## config.mk

```make
export PLATFORM = sky130hd
export DESIGN_NAME = mcg_gate_decoder
export DESIGN_NICKNAME = d
export VERILOG_FILES = /design/src/rtl/mcg_pkg.sv /design/src/rtl/mcg_sector_hold.sv /design/src/rtl/mcg_rect_route.sv /design/src/rtl/mcg_inv_leg.sv /design/src/rtl/mcg_gate_decoder.sv
export SDC_FILE = /design/constraint.sdc
export NUM_CORES = 1
export LEC_CHECK = 0
export BUFFER_PORTS_ARGS = -buffer_cell sky130_fd_sc_hd__buf_2
export CORE_UTILIZATION = 44
export CTS_CLUSTER_DIAMETER = 60
export CTS_CLUSTER_SIZE = 24
export DETAILED_ROUTE_END_ITERATION = 10
export HOLD_SLACK_MARGIN = 0.15
export PLACE_DENSITY = 0.86
export SYNTH_ARGS = -nofsm -noshare
export SYNTH_HDL_FRONTEND = slang
export SYNTH_SLANG_ARGS = --single-unit
```

## constraint.sdc

```tcl
create_clock -name clk -period 1.26 [get_ports clk]
set_input_delay 0.126 -clock clk [delete_from_list [all_inputs] [get_ports clk]]
set_output_delay 0.126 -clock clk [all_outputs]
set_load 0.01 [all_outputs]
```

## src/rtl/mcg_pkg.sv

```systemverilog
package mcg_pkg;
  localparam int SEC_W    = 3;
  localparam int RECT_PH  = 3;
  localparam logic [SEC_W-1:0] SEC_NONE_LO = 3'd0;
  localparam logic [SEC_W-1:0] SEC_NONE_HI = 3'd7;

  typedef logic [SEC_W-1:0] sec_t;

  typedef struct packed {
    logic [RECT_PH-1:0] lo;
    logic [RECT_PH-1:0] hi;
  } rect_gates_t;

  function automatic logic sec_ok(input sec_t s);
    return (s != SEC_NONE_LO) && (s != SEC_NONE_HI);
  endfunction
endpackage

```

## src/rtl/mcg_sector_hold.sv

```systemverilog
module mcg_sector_hold
  import mcg_pkg::*;
(
  input  logic clk,
  input  logic rst,
  input  logic period_start,
  input  sec_t sector_in,
  output sec_t sector_q
);
  always_ff @(posedge clk) begin
    if (rst)               sector_q <= SEC_NONE_LO;
    else if (period_start) sector_q <= sector_in;
  end

  // held code moves only on a period strobe
  a_r10_hold_mid_period: assert property (@(posedge clk) disable iff (rst)
    !period_start |=> $stable(sector_q));
endmodule

```

## src/rtl/mcg_rect_route.sv

```systemverilog
module mcg_rect_route
  import mcg_pkg::*;
(
  input  sec_t        sector,
  input  logic        pwm,
  output rect_gates_t gates
);
  localparam int PA = 0;
  localparam int PB = 1;
  localparam int PC = 2;

  always_comb begin
    gates = '0;
    unique case (sector)
      3'd1: begin gates.hi[PA] = 1'b1; gates.lo[PC] = pwm; gates.lo[PB] = ~pwm; end
      3'd2: begin gates.lo[PC] = 1'b1; gates.hi[PA] = pwm; gates.hi[PB] = ~pwm; end
      3'd3: begin gates.hi[PB] = 1'b1; gates.lo[PA] = pwm; gates.lo[PC] = ~pwm; end
      3'd4: begin gates.lo[PA] = 1'b1; gates.hi[PB] = pwm; gates.hi[PC] = ~pwm; end
      3'd5: begin gates.hi[PC] = 1'b1; gates.lo[PB] = pwm; gates.lo[PA] = ~pwm; end
      3'd6: begin gates.lo[PB] = 1'b1; gates.hi[PA] = pwm; gates.hi[PC] = ~pwm; end
      default: gates = '0;
    endcase
  end
endmodule

```

## src/rtl/mcg_inv_leg.sv

```systemverilog
module mcg_inv_leg (
  input  logic cmp1,
  input  logic cmp2,
  output logic hi,
  output logic lo
);
  always_comb begin
    hi = ~(cmp1 ^ cmp2);
    lo = ~hi;
  end
endmodule

```

## src/rtl/mcg_gate_decoder.sv

```systemverilog
module mcg_gate_decoder
  import mcg_pkg::*;
#(
  parameter int NUM_LEGS = 3
) (
  input  logic                clk,
  input  logic                rst,
  input  logic                period_start,
  input  logic [SEC_W-1:0]    sector_in,
  input  logic                rect_pwm,
  input  logic [NUM_LEGS-1:0] leg_cmp1,
  input  logic [NUM_LEGS-1:0] leg_cmp2,
  output logic [RECT_PH-1:0]  rect_hi,
  output logic [RECT_PH-1:0]  rect_lo,
  output logic [NUM_LEGS-1:0] inv_hi,
  output logic [NUM_LEGS-1:0] inv_lo
);
  sec_t                sector_q;
  rect_gates_t         rect_nxt;
  logic [NUM_LEGS-1:0] leg_hi_nxt;
  logic [NUM_LEGS-1:0] leg_lo_nxt;
  logic                enable;

  mcg_sector_hold u_hold (
    .clk          (clk),
    .rst          (rst),
    .period_start (period_start),
    .sector_in    (sector_in),
    .sector_q     (sector_q)
  );

  mcg_rect_route u_rect (
    .sector (sector_q),
    .pwm    (rect_pwm),
    .gates  (rect_nxt)
  );

  for (genvar g = 0; g < NUM_LEGS; g++) begin : g_leg
    mcg_inv_leg u_leg (
      .cmp1 (leg_cmp1[g]),
      .cmp2 (leg_cmp2[g]),
      .hi   (leg_hi_nxt[g]),
      .lo   (leg_lo_nxt[g])
    );
  end

  assign enable = sec_ok(sector_q);

  always_ff @(posedge clk) begin
    if (rst || !enable) begin
      rect_hi <= '0;
      rect_lo <= '0;
      inv_hi  <= '0;
      inv_lo  <= '0;
    end else begin
      rect_hi <= rect_nxt.hi;
      rect_lo <= rect_nxt.lo;
      inv_hi  <= leg_hi_nxt;
      inv_lo  <= leg_lo_nxt;
    end
  end

  // invalid held code shuts every gate next cycle
  a_r9_invalid_off: assert property (@(posedge clk) disable iff (rst)
    !sec_ok(sector_q) |=> (rect_hi == '0 && rect_lo == '0 && inv_hi == '0 && inv_lo == '0));

  // one upper and one lower rectifier gate while routing
  a_r7_rect_pair: assert property (@(posedge clk) disable iff (rst)
    (rect_hi != '0 || rect_lo != '0) |-> ($countones(rect_hi) == 1 && $countones(rect_lo) == 1));

  // no input phase shorted through both its switches
  a_r7_no_phase_short: assert property (@(posedge clk) disable iff (rst)
    (rect_hi & rect_lo) == '0);

  // inverter legs strictly complementary when active
  a_r8_leg_complement: assert property (@(posedge clk) disable iff (rst)
    (inv_hi != '0 || inv_lo != '0) |-> ((inv_hi ^ inv_lo) == '1));

  // valid held sector drives the registered XNOR of last cycle's pulses
  a_r11_inv_latency: assert property (@(posedge clk) disable iff (rst)
    sec_ok(sector_q) |=> (inv_hi == ~($past(leg_cmp1) ^ $past(leg_cmp2))));
endmodule

```

Yosys cells after proc, flatten, opt, wreduce, memory -nomap -nowiden
Index checks and enable logic that the tools add are counted.
- output and inout bits: 12
- logic and storage cells: 31
- input bits: 13
- register bits after elaboration: 15
- equal/unequal tests: 7
- muxes and demuxes: 6
- bitwise operators: 7
- reduce and logical (&&, ||, !) cells: 6
- operator list (operator ; number):
    1-bit one-hot mux with 3 select lines ; 4
    3-bit == test (second input constant) ; 3
    3-bit by 2-bit == test with 1-bit output (second input constant) ; 2
    1-bit NOT ; 4
    1-bit one-hot mux with 2 select lines ; 2
    2-bit OR reduction ; 2
    3-bit by 1-bit == test with 1-bit output (second input constant) ; 1
    3-bit inequality test (second input constant) ; 1
    3-bit nonzero test ; 1
    1-bit bitwise XOR ; 3
    1-bit logical AND ; 1
    1-bit logical NOT ; 1
    1-bit logical OR ; 1

Depth between registers and ports, before layout
- word-level depth: 4
- mapped depth: 4
- gate-level depth less buffers: 3

Modules after synthesis
From an unflattened synthesis, not the netlist that was laid out.
- cell total of the unflattened synthesis: 61
- area, all modules: 719.4 um2
- by module, submodules not included (module ; times used ; cells each ; sequential area each (um2) ; area each (um2)):
    mcg_gate_decoder ; 1 ; 29 ; 240.2 ; 452.9
    mcg_rect_route ; 1 ; 17 ; 0.0 ; 112.6
    mcg_sector_hold ; 1 ; 9 ; 60.1 ; 101.3
    mcg_inv_leg ; 3 ; 2 ; 0.0 ; 17.5

Least setup slack after synthesis
Ideal clock, no wire load.
- path kind: reg-to-reg
- start point: reg u_hold.sector_q[0]
- end point: reg inv_lo[0]
- slack: 126 ps
- library setup time: 62 ps
- path buffers: 1
- arrival: 1072 ps
- stages on the path, launching flop included: 5
- required time: 1198 ps
- path through: dfxtp_1 > buf_6 > and3_4 > or3_4 > nor2b_2
- longest elaborated chain between the ends: 4
- elaborated cells on any way between the ends: 5
- ends and longest elaborated chain (element ; line ; source):
    start: declaration ; mcg_sector_hold.sv:8 ; output sec_t sector_q
    start signal: assignment ; mcg_sector_hold.sv:12 ; else if (period_start) sector_q <= sector_in;
    3-bit inequality test or 3-bit nonzero test (tied branches) ; mcg_pkg.sv:15 ; return (s != SEC_NONE_LO) && (s != SEC_NONE_HI);
    1-bit logical AND (*) ; mcg_pkg.sv:15 ;
    1-bit logical NOT (*) ; mcg_gate_decoder.sv:50 ; if (rst || !enable) begin
    1-bit logical OR (*) ; mcg_gate_decoder.sv:50 ;
    end signal: assignment ; mcg_gate_decoder.sv:59 ; inv_lo <= leg_lo_nxt;
    end: declaration ; mcg_gate_decoder.sv:16 ; output logic [NUM_LEGS-1:0] inv_lo
Mark *: on every way between the ends. The rest lies on a longest branch, timed or not.
A chain may end at the register's enable or synchronous reset.

Worst setup path after layout
- start point: in rst
- end point: reg inv_lo[1]
- longest elaborated chain between the ends: 1
- ends and longest elaborated chain (element ; line ; source):
    start: declaration ; mcg_gate_decoder.sv:7 ; input logic rst,
    1-bit logical OR ; mcg_gate_decoder.sv:50 ;
Every way passes these cells.

==> results.py <==
metrics = {
    "status": {
        "status": "finished, final reports clean",
    },
    "logic_synthesis": {
        "syn_inst": 56,
        "muxShareOfSynthArea_pct": 8.493,
        "synth_top_family_by_area": "simple AND/OR/NAND/NOR gates",
        "synth_top_cell_by_area": "dfxtp_1",
        "synth_area_leaders": "dfxtp_1 (51%), mux2i_1 (8.5%), xor2_1 (5.9%)",
        "yosys.area_share.simple_pct": 23.57,
        "synth_compound_area_share_pct": 3.609,
        "syn_nets": 69,
        "synth_warnings": 0,
        "avgSynthCellArea_um2": 10.52,
        "ys_types": 20,
        "synth_top_area_share_pct": 50.96,
        "ys_seq_area_share_pct": 50.96,
        "synth-xor-area-share_pct": 7.431,
        "synth_fa_ha_area_share_pct": 0,
        "ys_seq_elements": 15,
        "syn-cell-area_um2": 589.3,
    },
    "place": {
        "gp_congestion": 0.6563,
        "portBuffers": 24,
        "pre_cts_ws_ps": 106.6,
        "dp_hpwl_um": 757.1,
    },
    "floorplanning": {
        "die-width_um": 38.60,
        "die_y_um": 38.60,
        "core_um2": 1171,
        "rows": 12,
        "die-area_um2": 1490,
        "io_pins": 25,
        "initial_core_util_pct": 50.32,
    },
    "cts": {
        "cts_sinks": 15,
        "clk_pin_slew_worst_paths_ps": 80,
        "clk_latency_ps": 290,
        "cts_resized": 0,
        "cts_root_buf": "clkbuf_4",
        "htreeDepth": 1,
        "post_cts_buffers": 0,
        "cts_buffer_depth": 2,
        "holdBufCountCts": 11,
        "cts_tree": "yes",
        "cts_buffers": 3,
    },
    "global_route": {
        "antenna_found_initial": 0,
        "grt_usage_pct": 20.94,
        "grt-ovfl-total": 0,
        "grt_start_max_net_pins": 11,
        "grt_pass1_vias": 497,
        "grt_pass1_wl_um": 1932,
    },
    "route": {
        "routed_wl_um": 1257,
        "drtPass1Iterations": 4,
        "ant_nets": 0,
        "avgViaCountPerCell": 4.850,
        "num_vias": 519,
        "drc": 0,
        "drt-initial-drc-count": 8,
        "post_drt_wl_per_cell_um": 11.75,
    },
    "power": {
        "power_leakage_nw": 0.4106,
        "power_density_nw_per_um2": 1118,
        "finalPower_mw": 0.9484,
        "peakVddDrop_mv": 0.8049,
    },
    "critical_path": {
        "reg2reg_depth": 3,
        "cp.required_ps": 1490,
        "worstSetupStartpointType": "input port",
        "slowest_delay_ps": 540,
        "crit_type": "input port to flop",
        "r2r_end": "inv_lo[1]$_SDFF_PP0_",
        "path_cells": "dlygate4sd3_1 > buf_2 > or3_4 > nor2b_2",
        "crit_slowest_cell": "dlygate4sd3_1",
        "rrSetupSlack_ps": 90,
        "cp_data_arrival_time_ps": 1420,
        "endpoint_kind": "flop",
        "r2r_start": "u_hold.sector_q[0]$_SDFFE_PP0P_",
        "cp_max_fo": 10,
    },
    "timing": {
        "period_minus_slack_ps": 1184,
        "maxSlewHeadroom_pct": 77.07,
        "fmax_mhz": 844.5,
        "period_share_pct": 93.98,
        "setup_ws_ps": 75.90,
        "rsz0062_at_grt": "no",
        "finalHoldViolations": 0,
        "finalMaxSlewViolations": 0,
        "tightest_slew_ps": 335.3,
        "setup_tns_ps": 0,
        "finClkSkew_ps": 0.7305,
        "setup-violations-final": 0,
    },
    "final_layout": {
        "final_cell_mix": "buf_2 (24), dfxtp_1 (15), dlygate4sd3_1 (11), nor2_1 (8), mux2i_1 (5)",
        "final_common_cell": "buf_2",
        "drive_gt1_share_pct": 39.78,
        "areaGrowthSynthToFinish_pct": 43.95,
        "antenna_cells": 0,
        "layout.nets": 107,
        "fin_util_pct": 72.44,
        "fillers": 88,
    },
    "run": {
        "drv_cap": 0,
    },
    "worst_hold_path": {
        "holdPathStages": 4,
        "hold_path_end": "rect_lo[1]$_SDFF_PP0_",
        "hold_path.class": "input port to flop",
        "holdCritStartpoint": "rect_pwm",
    },
}
-- registers in the layout, summed over array words and instances (netlist names) --
| signal | cells |
|---|---|
| inv_lo | 3 |
| rect_lo | 3 |
| rect_hi | 3 |
| u_hold.sector_q | 3 |
| inv_hi | 3 |
-- how the worst max path moves through the flow --
| stage | from | slack (ps) | endpoint | cells past startpoint |
|---|---|---|---|---|
| floorplan | u_hold.sector_q[0]$_SDFFE_PP0P_ | 130 | inv_lo[0]$_SDFF_PP0_ | 4 |
| global placement | u_hold.sector_q[0]$_SDFFE_PP0P_ | 140 | inv_lo[2]$_SDFF_PP0_ | 3 |
| detailed placement | u_hold.sector_q[0]$_SDFFE_PP0P_ | 110 | inv_lo[1]$_SDFF_PP0_ | 3 |
| CTS | u_hold.sector_q[0]$_SDFFE_PP0P_ | 90 | inv_lo[1]$_SDFF_PP0_ | 3 |
| global route | u_hold.sector_q[0]$_SDFFE_PP0P_ | 30 | rect_hi[2]$_SDFF_PP0_ | 2 |
| finish | rst | 80 | inv_lo[1]$_SDFF_PP0_ | 4 |
-- cell type report --
cell class	instances	area (um2)	area share, %
flip-flops and latches	15	300.3	35.40
repair buffers	37	245.2	28.91
well taps	14	17.52	2.065
clock buffers	3	22.52	2.655
clock inverters	1	5.005	0.5900
inverters	1	3.754	0.4425
multi-input cells	36	254.0	29.94
-- metal layers --
| layer | wire [um] | GRT usage (%) |
|---|---|---|
| met2 | 706 | 40.00 |
| met5 | 0 | 0 |
| met3 | 92 | 10.40 |
| met1 | 449 | 16.97 |
| met4 | 8 | 10.34 |
-- power breakdown --
part	internal (mW)	leakage [nW]	total, mW	switching (mW)
Combinational	0.0904	0.270	0.165	0.0746
Clock	0.118	0.0177	0.271	0.153
Sequential	0.500	0.123	0.512	0.0124
Total	0.708	0.411	0.948	0.240
-- cell families after synthesis --
logic type      count (synthesis)
compound gates                  3
xor+xnor                        5
buf+inv                         5
flops                          15
mux                             5
simple gates                   23
-- critical path: cells and delay by family --
| kind | cells | cell delay, ps |
|---|---|---|
| buffers and inverters | 2 | 720 |
| AND/OR/NAND/NOR | 2 | 570 |
-- stage by stage --
step / cells / instance area (um2) / hold slack, ps
floorplan: 56 / 589.3 / 272.8
global placement: 92 / 710.7 / 358.6
detailed placement: 92 / 710.7 / 373.5
CTS: 107 / 848.3 / 164.4
global route: 107 / 848.3 / 179.3
finish: 107 / 848.3 / 174.7
-- synthesized netlist by cell type (all sizes together) --
cell / count
dfxtp: 15
nor2: 10
nor2b: 6
mux2i: 5
xor2: 4
buf: 3
nand3b: 2
nor3: 2
a2111oi: 1
a21oi: 1
a22oi: 1
and3: 1
clkbuf: 1
inv: 1
nand2: 1
or3: 1
xnor2: 1
Power figures use the tool's default switching activity.
